**config.mk**
```make
export PLATFORM = sky130hd
export DESIGN_NAME = tmr_irq_ctrl
export DESIGN_NICKNAME = d
export VERILOG_FILES = /design/src/rtl/tmr_irq_pkg.sv /design/src/rtl/tmr_unit.sv /design/src/rtl/irq_arb.sv /design/src/rtl/tmr_irq_ctrl.sv
export SDC_FILE = /design/constraint.sdc
export NUM_CORES = 1
export LEC_CHECK = 0
export BUFFER_PORTS_ARGS = -buffer_cell sky130_fd_sc_hd__buf_2
export CAP_MARGIN = 0
export CORE_AREA = 2 2 172 174
export CTS_CLUSTER_SIZE = 30
export DETAILED_ROUTE_END_ITERATION = 8
export DIE_AREA = 0 0 174 176
export PLACE_DENSITY_LB_ADDON = 0.12
export SLEW_MARGIN = 5
export SYNTH_ARGS = -nofsm -noshare
export SYNTH_HDL_FRONTEND = slang
export SYNTH_SLANG_ARGS = --single-unit
```
**constraint.sdc**
```tcl
create_clock -name clk -period 8.2 [get_ports clk]
set_input_delay 0.41 -clock clk [delete_from_list [all_inputs] [get_ports clk]]
set_output_delay 0.41 -clock clk [all_outputs]
set_load 0.05 [all_outputs]
```
**src/rtl/tmr_irq_pkg.sv**
```systemverilog
package tmr_irq_pkg;
  localparam int CNT_W   = 16;
  localparam int HI_W    = CNT_W / 2;
  localparam int PRE_W   = 3;
  localparam int NUM_TMR = 3;
  localparam int LVL_BITS = 3;

  // pending/enable field position and per-source level bit positions
  localparam int PEND_LSB     = 6;
  localparam int LVLPOS_MIDI  = 3;
  localparam int LVLPOS_TA    = 6;
  localparam int LVLPOS_TBC   = 7;

  // register addresses
  localparam int ADR_TMR0 = 0;
  localparam int ADR_EN   = 3;
  localparam int ADR_PEND = 4;
  localparam int ADR_CLR  = 5;
  localparam int ADR_LVL0 = 6;

  localparam logic [CNT_W-1:0] RUN_LIMIT = {{HI_W{1'b1}}, {HI_W{1'b0}}};
  localparam logic [CNT_W-1:0] CNT_FULL  = {CNT_W{1'b1}};

  typedef enum logic [2:0] {SRC_NONE, SRC_MIDI, SRC_TA, SRC_TB, SRC_TC} irq_src_e;

  // one tick: count + 2^(HI_W - prescaler), one bit wider to keep the carry
  function automatic logic [CNT_W:0] tmr_advance(input logic [CNT_W-1:0] c,
                                                 input logic [PRE_W-1:0] p);
    int sh;
    sh = HI_W - int'(p);
    return {1'b0, c} + ((CNT_W+1)'(1) << sh);
  endfunction

  function automatic logic [LVL_BITS-1:0] level_at(input logic [7:0] l0,
                                                   input logic [7:0] l1,
                                                   input logic [7:0] l2,
                                                   input int pos);
    return {l2[pos], l1[pos], l0[pos]};
  endfunction
endpackage

```
**src/rtl/tmr_unit.sv**
```systemverilog
module tmr_unit
  import tmr_irq_pkg::*;
(
  input  logic             clk,
  input  logic             rst_n,
  input  logic             tick,
  input  logic             load,
  input  logic [PRE_W-1:0] load_pre,
  input  logic [HI_W-1:0]  load_start,
  output logic [CNT_W-1:0] count,
  output logic [PRE_W-1:0] presc,
  output logic             expire_evt,
  output logic             expired
);
  logic             running;
  logic [CNT_W:0]   stepped;
  logic             crossing;

  always_comb begin
    running    = (count <= RUN_LIMIT);
    stepped    = tmr_advance(count, presc);
    crossing   = (stepped >= {1'b0, RUN_LIMIT});
    expire_evt = tick && !load && running && crossing;
    expired    = (count >= RUN_LIMIT);
  end

  always_ff @(posedge clk or negedge rst_n) begin
    if (!rst_n) begin
      count <= CNT_FULL;
      presc <= '0;
    end else if (load) begin
      presc <= load_pre;
      count <= {load_start, {HI_W{1'b0}}};
    end else if (tick && running) begin
      count <= crossing ? CNT_FULL : stepped[CNT_W-1:0];
    end
  end
endmodule

```
**src/rtl/irq_arb.sv**
```systemverilog
module irq_arb
  import tmr_irq_pkg::*;
#(
  parameter int LVL_W = 8
) (
  input  logic                midi_rx_avail,
  input  logic [NUM_TMR-1:0]  active,
  input  logic [LVL_W-1:0]    lvl0,
  input  logic [LVL_W-1:0]    lvl1,
  input  logic [LVL_W-1:0]    lvl2,
  output logic                irq_req,
  output logic [LVL_BITS-1:0] irq_level,
  output irq_src_e            src
);
  logic [7:0] l0, l1, l2;

  always_comb begin
    l0 = 8'(lvl0);
    l1 = 8'(lvl1);
    l2 = 8'(lvl2);
    src       = SRC_NONE;
    irq_level = '0;
    if (midi_rx_avail) begin
      src       = SRC_MIDI;
      irq_level = level_at(l0, l1, l2, LVLPOS_MIDI);
    end else if (active[0]) begin
      src       = SRC_TA;
      irq_level = level_at(l0, l1, l2, LVLPOS_TA);
    end else if (active[1]) begin
      src       = SRC_TB;
      irq_level = level_at(l0, l1, l2, LVLPOS_TBC);
    end else if (active[2]) begin
      src       = SRC_TC;
      irq_level = level_at(l0, l1, l2, LVLPOS_TBC);
    end
    irq_req = (src != SRC_NONE);
  end
endmodule

```
**src/rtl/tmr_irq_ctrl.sv**
```systemverilog
module tmr_irq_ctrl
  import tmr_irq_pkg::*;
#(
  parameter int DATA_W = 16,
  parameter int ADDR_W = 4,
  parameter int LVL_W  = 8
) (
  input  logic                clk,
  input  logic                rst_n,
  input  logic                tick,
  input  logic                wr_en,
  input  logic [ADDR_W-1:0]   addr,
  input  logic [DATA_W-1:0]   wr_data,
  output logic [DATA_W-1:0]   rd_data,
  input  logic                midi_rx_avail,
  output logic                irq_req,
  output logic [2:0]          irq_level
);
  localparam int NUM_LVL = LVL_BITS;

  logic [CNT_W-1:0]         cnt   [NUM_TMR];
  logic [PRE_W-1:0]         presc [NUM_TMR];
  logic [NUM_TMR-1:0]       ld;
  logic [NUM_TMR-1:0]       expire_evt;
  logic [NUM_TMR-1:0]       expired;
  logic [NUM_TMR-1:0]       pend_q, en_q;
  logic [LVL_W-1:0]         lvl_q [NUM_LVL];
  logic [NUM_TMR*CNT_W-1:0] cnt_flat;
  logic [NUM_LVL*LVL_W-1:0] lvl_flat;
  logic                     clr_wr;
  logic [NUM_TMR-1:0]       clr_mask;
  logic [NUM_TMR-1:0]       pend_next;
  irq_src_e                 src;

  for (genvar i = 0; i < NUM_TMR; i++) begin : g_tmr
    assign ld[i] = wr_en && (addr == ADDR_W'(ADR_TMR0 + i));
    assign cnt_flat[i*CNT_W +: CNT_W] = cnt[i];
    tmr_unit u_tmr (
      .clk        (clk),
      .rst_n      (rst_n),
      .tick       (tick),
      .load       (ld[i]),
      .load_pre   (wr_data[HI_W +: PRE_W]),
      .load_start (wr_data[HI_W-1:0]),
      .count      (cnt[i]),
      .presc      (presc[i]),
      .expire_evt (expire_evt[i]),
      .expired    (expired[i])
    );
  end

  assign clr_wr   = wr_en && (addr == ADDR_W'(ADR_CLR));
  assign clr_mask = wr_data[PEND_LSB +: NUM_TMR];

  // expired timers re-arm on any clear write; a fresh expiry always wins
  always_comb begin
    pend_next = pend_q;
    if (clr_wr) pend_next = (pend_q & ~clr_mask) | expired;
    pend_next = pend_next | expire_evt;
  end

  always_ff @(posedge clk or negedge rst_n) begin
    if (!rst_n) begin
      pend_q <= '0;
      en_q   <= '0;
    end else begin
      pend_q <= pend_next;
      if (wr_en && addr == ADDR_W'(ADR_EN)) en_q <= wr_data[PEND_LSB +: NUM_TMR];
    end
  end

  for (genvar j = 0; j < NUM_LVL; j++) begin : g_lvl
    assign lvl_flat[j*LVL_W +: LVL_W] = lvl_q[j];
    always_ff @(posedge clk or negedge rst_n) begin
      if (!rst_n) lvl_q[j] <= '0;
      else if (wr_en && addr == ADDR_W'(ADR_LVL0 + j)) lvl_q[j] <= wr_data[LVL_W-1:0];
    end
  end

  always_comb begin
    rd_data = '0;
    for (int i = 0; i < NUM_TMR; i++)
      if (addr == ADDR_W'(ADR_TMR0 + i))
        rd_data = DATA_W'({presc[i], cnt[i][CNT_W-1:HI_W]});
    if (addr == ADDR_W'(ADR_EN))   rd_data = DATA_W'({en_q, {PEND_LSB{1'b0}}});
    if (addr == ADDR_W'(ADR_PEND)) rd_data = DATA_W'({pend_q, {PEND_LSB{1'b0}}});
    for (int j = 0; j < NUM_LVL; j++)
      if (addr == ADDR_W'(ADR_LVL0 + j)) rd_data = DATA_W'(lvl_q[j]);
  end

  irq_arb #(.LVL_W(LVL_W)) u_arb (
    .midi_rx_avail (midi_rx_avail),
    .active        (pend_q & en_q),
    .lvl0          (lvl_q[0]),
    .lvl1          (lvl_q[1]),
    .lvl2          (lvl_q[2]),
    .irq_req       (irq_req),
    .irq_level     (irq_level),
    .src           (src)
  );
endmodule

```
==> results summary, run 1 <==
The run finished, with violations left. The checks that failed: hold timing. The number of levels the H-tree was split into came out at 3.

The worst setup path is of the reg2reg kind. Summed over all instances, the cell type with the most area after synthesis is sky130_fd_sc_hd__dfstp_2. The required time at the worst-slack endpoint is 8.47 ns. The power density of the placed cells came out at 347 nW/um^2. The startpoint identified for the worst register-to-register timing path is g_tmr[0].u_tmr.presc[0].

In this run, synthesis inferred 0 flip-flops with an integrated enable. The number of placed instances with taps included came out at 1263. The area growth from synthesis to layout is 13.1%. The count of placed standard cells in the final layout, fillers left out came out at 1279. Fill cells in the final layout number 3174. The first detailed-routing pass ran for 5 iterations.

The register bit count reported by yosys came out at 87. The mean instance size in the synthesized netlist is 8.34 sq um. Synthesis instantiated 74 different standard cells from the library. The total leakage power is 3.42 nW. The arrival time of the worst setup path came out at 3.81 ns. The kind of cell with the highest combined delay along the critical path is simple AND/OR/NAND/NOR gates. TritonCTS built the clock tree.

The commonest cells after synthesis are 131 x sky130_fd_sc_hd__nand2_1, 63 x sky130_fd_sc_hd__nor2_1, 60 x sky130_fd_sc_hd__a21oi_1. STA classifies the critical path startpoint as a flip-flop. The standard cell area after detailed placement is 7740 sq um. After floorplanning, the core was divided into 62 placement rows.

The number of synthesis warnings came out at 0. In the final routed layout, each cell accounts on average for 18.1 microns. The number of nets still failing antenna checks after routing is 0. The floorplan step set the die width to 174 microns. Sequential elements use 31.4% of the synthesized area. At the pin with the least slew margin, the transition time is 1.14 ns. Setup slack on the critical path of the routed design comes to 4.66 ns. The number of antenna diodes came out at 0.

The share of final-layout standard cells stronger than drive strength 1 is 16.1%. sky130_fd_sc_hd__nand2_1 is the most common cell in the netlist. Counting the buffers created by CTS gives 9. The area share of xor/xnor cells in the synthesized design is 3.45%. The post-synthesis instance area came out at 7120 sq um. Summed over all layers, the global routing overflow is 0. The area share of fa/ha/maj cells after synthesis is 9.28%. Of the post-synthesis cell area, the dominant cell type holds 17.7%. The share of the cycle needed by the critical path after routing is 43.2%. Summing all non-filler instances in the final layout gives an area of 8050 sq um. Clock tree synthesis selected as its root buffer the cell sky130_fd_sc_hd__clkbuf_16.

The number of global-route vias before repair came to 6330. In the synthesized netlist the dominant register cell turns out to be sky130_fd_sc_hd__dfstp_2. The wire length of the first global-routing pass came out at 37.0 mm. The element type at the critical path end is a flip-flop.

The remaining design rule violation count came out at 0. The share of synthesized registers carrying an async set or reset came out at 100%. By area, the combinational part of the netlist is dominated by compound AO/OA/AOI/OAI gates. The max capacitance violation total came out at 0. The die covers 30600 sq um. For this block, the via count after detailed routing is 6346. The maximum clock skew at final layout came out at 0.00872 ns. The multiplexer share of the synthesized area came out at 7.63%.

The pin count of the biggest net entering global routing came out at 58. Routability-driven placement finished with a final weighted congestion of 0.780. The global router's overall resource usage is 15.4%. Of the total synthesized cell area, the portion taken by AND, OR, NAND and NOR gates is 21.7%.

The most critical setup path has its startpoint at g_tmr[0].u_tmr.presc[0]. The synthesized netlist devotes 23.3% of its cell area to compound gates. Using the TritonRoute via totals, the vias-per-cell ratio works out to 4.96. The number of gates resized after CTS is 0. IR analysis of the VDD net gives a maximum drop of 0.0000998 V. After technology mapping, the gate count stands at 853. For this design, the slowest cell found on the critical path is sky130_fd_sc_hd__dfrtp_1. Setup total negative slack on the finished layout was measured at 0 ns. The number of buffers inserted by post-CTS setup repair is 0. Buffers inserted to repair hold after CTS numbered 0. The clock-pin transition on the worst setup and hold timing paths is 0.07 ns. The final hold violation count is 1. The biggest cell delay along the critical path is 0.60 ns.

The minimum setup slack after placement came out at 4.68 ns. The relative max-transition margin is 23.9%. The die height came out at 176 microns.

The number of buffers on the longest clock path came out at 2. The smallest clock period supported by the final layout is computed as 3.54 ns. Along the worst path, the maximum fanout reaches 10. Overall power consumption after layout is estimated at 2.79 mW.

The detailed-route wire length came out at 23.1 mm. The fmax is 283 MHz. The number of clock sinks came out at 87. The worst hold path belongs to the class in2async. Setup repair after global routing left no endpoint under its margin.

The signal on the critical path passes through nand3_1, fa_1, nor2b_1, o31a_1, o2111ai_1, o21ai_1, xnor2_1, nor4_1, nand4_1, o211ai_1. Detailed placement finished with a half-perimeter wire length of 17.0 mm. The number of nets in the final layout came out at 966. The core outline area is 28500 sq um. The boundary pin count came out at 45. The max-slew violation count is 0.

Across all hold checks on the routed design, the worst slack comes to -0.000367 ns. The initial detailed-routing violation count came out at 336. The starting density of the core is 24.9%. At the end of the flow the core is filled with cells to 28.2%.

The number of buffers added on ports is 34. The number of setup violations in the final report is 0. The total buffers and inverters traversed by the critical path is 0. The initial antenna violation count is 1. By area the synthesized netlist is led by sky130_fd_sc_hd__dfstp_2 18%, sky130_fd_sc_hd__dfrtp_1 14%, sky130_fd_sc_hd__ha_1 8.4%. The source-to-sink clock delay at the later pin of the worst-skew pair came out at 0.35 ns.
## layout by cell type, fill, tap and decap left out, types with 4 or more instances in the layout
cell                        Yosys  final
sky130_fd_sc_hd__nand2_1      131    131
sky130_fd_sc_hd__nor2_1        63     63
sky130_fd_sc_hd__a21oi_1       60     60
sky130_fd_sc_hd__o21ai_0       58     58
sky130_fd_sc_hd__ha_1          48     48
sky130_fd_sc_hd__dfstp_2       48     48
sky130_fd_sc_hd__dfrtp_1       39     39
sky130_fd_sc_hd__nand3_1       37     37
sky130_fd_sc_hd__buf_2          3     33
sky130_fd_sc_hd__conb_1         1     29
sky130_fd_sc_hd__mux2_2        25     25
sky130_fd_sc_hd__o211ai_1      21     21
sky130_fd_sc_hd__a21o_1        20     20
sky130_fd_sc_hd__nor3_1        19     19
sky130_fd_sc_hd__mux2i_1       16     16
sky130_fd_sc_hd__xnor2_1       15     15
sky130_fd_sc_hd__inv_1         14     14
sky130_fd_sc_hd__o21ai_1       14     14
sky130_fd_sc_hd__a31oi_1       13     13
sky130_fd_sc_hd__xor2_1        13     13
sky130_fd_sc_hd__nor3b_1       11     11
sky130_fd_sc_hd__nand4_1       11     11
sky130_fd_sc_hd__a211oi_1       9      9
sky130_fd_sc_hd__clkbuf_16      0      9
sky130_fd_sc_hd__a22oi_1        8      8
sky130_fd_sc_hd__or3_1          8      8
sky130_fd_sc_hd__and2_1         7      7
sky130_fd_sc_hd__nand2b_1       7      7
sky130_fd_sc_hd__o22ai_1        7      7
sky130_fd_sc_hd__o21a_1         7      7
sky130_fd_sc_hd__and3b_1        6      6
sky130_fd_sc_hd__nor2b_1        6      6
sky130_fd_sc_hd__nor4_1         6      6
sky130_fd_sc_hd__buf_4          5      6
sky130_fd_sc_hd__mux2_1         5      5
sky130_fd_sc_hd__o31ai_1        4      4
## state kept, by name, indices dropped and copies added, names as in the netlist
signal,flops
pend_q,3
lvl_flat,24
g_tmr.u_tmr.presc,9
g_tmr.u_tmr.count,48
en_q,3
## report_power, final
| group | switching, mW | internal (mW) |
|---|---|---|
| sequential | 0.197 | 0.663 |
| combinational | 0.880 | 0.611 |
| clock | 0.195 | 0.247 |
| total | 1.27 | 1.52 |
## path summary, 6_finish.rpt
check	slack, ns	to	cells past startpoint
worst max-delay path	4.66	g_tmr[0].u_tmr.count[1]	10
worst min register to register	0.49	lvl_flat[9]	1
min in group clk	0.33	g_tmr[1].u_tmr.presc[1]	3
worst max register to register	4.66	g_tmr[0].u_tmr.count[1]	10
worst min-delay path	-0.0004	lvl_flat[2]	1
max in group asynchronous	7.04	g_tmr[2].u_tmr.presc[1]	2
## kinds of logic after synthesis
logic type | after synthesis
compound gates | 258
xor+xnor | 28
fa+ha+maj | 51
buf+inv | 55
flops | 87
mux | 48
other cells | 1
simple gates | 325
## cell type report
cell class	count	area [sq um]	share of cell area [%]
Tap cell	384	480	5.97
Inverter	14	52.6	0.653
Timing Repair Buffer	39	210	2.61
Sequential cell	87	2240	27.8
Multi-Input combinational cell	739	4760	59.1
Clock buffer	10	239	2.97
Clock inverter	6	68.8	0.855
## routing by layer
metal  vias to the layer above  track usage (%)  wire [microns]
met3                        21             1.81             596
li1                       3194                -               -
met4                         0             3.85             321
met2                        84             23.5           10000
met5                         -                0               0
met1                      3047             22.9           12200
Power figures use the tool's default switching activity.
==> run 2: changes to the inputs <==
==> constraint.sdc (replaced) <==
create_clock -name clk -period 3.05 [get_ports clk]
set_input_delay 0.1525 -clock clk [delete_from_list [all_inputs] [get_ports clk]]
set_output_delay 0.1525 -clock clk [all_outputs]
set_load 0.05 [all_outputs]
==> run 2 against run 1 <==
- the run now ends clean
- design area up 8.2%
- wire length up 2.6%
- clock power rose to 2.6 times the previous value
- critical endpoint is now pend_q[1]
- non-clock buffer count up 57
- combinational power rose to 3.2 times the previous value
- maximum frequency up 21%
- critical path type unchanged
- utilization up 2.3 points
- sequential power rose to 2.7 times the previous value
- hold slack better by 0.082 ns
- via count up 4.6%
- first-iteration DRC count up 10%
- global-route usage up 0.41 points
==> results summary, run 2 (synthesis results as in run 1) <==
The total die area is 30600 sq um (unchanged). The max-slew violation count is 0 (unchanged). The minimum setup slack after placement was -0.00894 ns (-4.69 ns).

The kind of cell with the highest combined delay along the critical path is simple AND/OR/NAND/NOR gates. The worst-case reg-to-reg path depth came to 11 (+1). The flip-flop count of the largest register after layout is 48 (unchanged).

The net switching share of the total power was 45.3% (-0.28 points). The number of setup violations in the final report is 0 (unchanged). The number of buffers added on ports was 34 (unchanged).

The total design power is 8.27 mW (+200%). The final core utilization came to 30.5% (+2.3 points). The area growth from synthesis to layout came out at 22.4%. The number of search-and-repair iterations in the first detailed-routing pass came out at 5 (unchanged). The core outline area is 28500 sq um (unchanged).

The maximum fanout encountered on the critical timing path came out at 6 (-4). The initial antenna violation count came out at 1 (unchanged). The wire length of the first global-routing pass was 37.9 mm (+2.4%).

The global router's overall resource usage came out at 15.8% (+0.41 points). The flow ran to the end, and the final reports show no timing, DRC or antenna violations. The fraction of power consumed by sequential logic is 27.8% (-3.0 points). The required time at the worst-slack endpoint came out at 3.33 ns (-5.14 ns). The count of placed standard cells in the final layout, fillers left out is 1338 (+4.6%). The relative contribution of combinational cells to total power came out at 58.4% (+5.0 points). The clock-pin transition on the worst setup and hold timing paths came out at 0.07 ns (about the same). The pin count of the biggest net entering global routing is 53 (-8.6%).

The shortest period the worst path allows is 2.92 ns (-0.615 ns). The detailed-route wire length is 23.7 mm (+2.6%). The final hold violation count is 0 (-1). The logic depth of the worst setup path including buffers was 11 (+1). The remaining design rule violation count came out at 0 (unchanged). The boundary pin count is 45 (unchanged). The placement row count was 62 (unchanged). The number of nets in the final layout is 1024 (+6.0%). The initial detailed-routing violation count came out at 370 (+10%).

STA classifies the critical path startpoint as a flip-flop. g_tmr.u_tmr.count holds more flip-flops than any other register. The power density of the placed cells was 949 nW/um^2 (+170%).

The starting density of the core was 24.9% (unchanged). The class of the worst hold path is in2reg. The path type of the worst setup path is reg2reg. The maximum clock skew at final layout came to 0.0121 ns (+0.00340 ns).

The arrival time of the worst setup path came out at 3.21 ns (-0.60 ns). The library cells used most frequently in the layout, excluding fill and tap cells, are 130 x sky130_fd_sc_hd__nand2_1, 63 x sky130_fd_sc_hd__nor2_1, 59 x sky130_fd_sc_hd__a21oi_1, 59 x sky130_fd_sc_hd__buf_4, 54 x sky130_fd_sc_hd__o21ai_0. The hold path depth came out at 3. The total leakage power is 3.77 nW (+10%). The number of buffers on the longest clock path came out at 2 (unchanged).

The slowest stage of the critical path is the sky130_fd_sc_hd__a2111oi_4 cell. The source-to-sink clock delay at the later pin of the worst-skew pair came out at 0.36 ns (about the same). The cell-internal power came out at 4.53 mW (+200%). The number of clock sinks came out at 87 (unchanged). The horizontal die dimension came out at 174 microns (unchanged). The worst setup path is captured at a flip-flop.

The transition time of the tightest slew-check pin is 0.746 ns (-0.391 ns). The max capacitance violation total was 0 (unchanged). The final worst setup slack is 0.126 ns (-4.53 ns). The aggregate global routing overflow was 0 (unchanged). The switching component of the power came out at 3.74 mW (+190%). The number of placed instances with taps included is 1312 (+3.9%). The leading cell type in the layout, fill and taps excluded is sky130_fd_sc_hd__nand2_1. The average via count per standard cell is 4.96 (about the same). The clock buffer count from CTS came to 9 (unchanged). Walking the worst path, the cells encountered are buf_6, nor3b_2, ha_1, a21o_1, or3_1, o22ai_2, xnor2_2, nand3_2, a2111oi_4, nand4_2, nand3_1. The maximum VDD drop is 0.000262 V (+160%).

The half-perimeter wire length of the detailed placement result is 17.9 mm (+5.2%). The share of final-layout standard cells stronger than drive strength 1 came out at 25.2% (+9.1 points). The share of the cycle needed by the critical path after routing is 95.9% (+53 points). The number of nets still failing antenna checks after routing is 0 (unchanged). TritonCTS built the clock tree. The total buffers and inverters traversed by the critical path is 1 (+1). The tree is rooted in a sky130_fd_sc_hd__clkbuf_16. The wire length per cell after detailed routing came out at 17.7 microns (-2.0%).

The placer congestion estimate came out at 0.843 (+8.1%). The number of global-route vias before repair is 6474 (+2.3%). The biggest cell delay along the critical path is 0.45 ns (-0.15 ns). The fmax came out at 342 MHz (+21%). The die height came to 176 microns (unchanged). The relative max-transition margin is 50.3% (+26 points).

The tightest hold margin is 0.0813 ns (+0.0817 ns). The proportion of power drawn by the clock network is 13.7% (-2.1 points). The number of levels the H-tree was split into is 3 (unchanged).

The via count came out at 6637 (+4.6%).
## run 2: changes by cell type in the layout (fill, tap and decap cells not counted), sizes merged
cell and delta:
inv +3, bufinv -1, nand4 +1, diode +1, buf +56, clkbuf -1, dlygate4sd3 +1, clkinvlp -1
## run 2: worst paths after layout
path	from	end	slack [ns]
max reg2reg	g_tmr[1].u_tmr.presc[0]	pend_q[1]	0.13
min	wr_data[9]	g_tmr[0].u_tmr.presc[1]	0.08
min reg2reg	lvl_flat[12]	lvl_flat[12]	0.49
min in group asynchronous	rst_n	g_tmr[1].u_tmr.presc[1]	0.42
max in group asynchronous	rst_n	g_tmr[2].u_tmr.count[12]	1.93
max	g_tmr[1].u_tmr.presc[0]	pend_q[1]	0.13
## run 2: routing by layer
layer	vias to the layer above	GRT usage, %	part of all wire (%)
met2	61	24.6	45
met4	0	3.75	1.3
met3	18	1.64	2.1
met1	3249	23.3	52
met5	-	0	0
li1	3309	-	-
## run 2: final cells by class
type | instances | area [sq um]
antenna | 1 | 2.50
fill | 3154 | 19800
clock inverter | 7 | 71.3
multi-input combinational | 740 | 4960
tap | 384 | 480
timing repair buffer | 96 | 669
sequential | 87 | 2250
clock buffer | 9 | 225
inverter | 14 | 52.6
## run 2: repair_timing
item                                   in CTS  in global routing
pin swaps                                   1                 24
endpoints found under the hold margin      14                  0
cloned                                      0                  1
hold buffers                                1                  0
setup buffers                               0                  7
gates resized for setup                     4                 47
setup endpoints to repair                  10                 40
## run 2: power by group through the flow
stage                     Combinational, mW  Clock (mW)  Sequential, mW
after floorplan                        3.24           0            2.05
after global placement                 4.42           0            2.31
after detailed placement               4.39           0            2.30
after CTS                              4.43        1.17            2.29
after global routing                   5.41        1.21            2.37
final                                  4.83        1.14            2.30
## run 2: per-stage QoR
step           setup TNS [ns]  cell area [sq um]
3_5_place_dp          -0.0118               8120
3_3_place_gp                0               8120
2_1_floorplan               0               7220
5_1_grt               -0.0493               8710
4_1_cts                     0               8440
6_report                    0               8710
## run 2: worst min-delay path, cell delays in order
cell and delay [ns]:
sky130_fd_sc_hd__buf_2 0.14, sky130_fd_sc_hd__nand2_1 0.06, sky130_fd_sc_hd__nand2_1 0.04
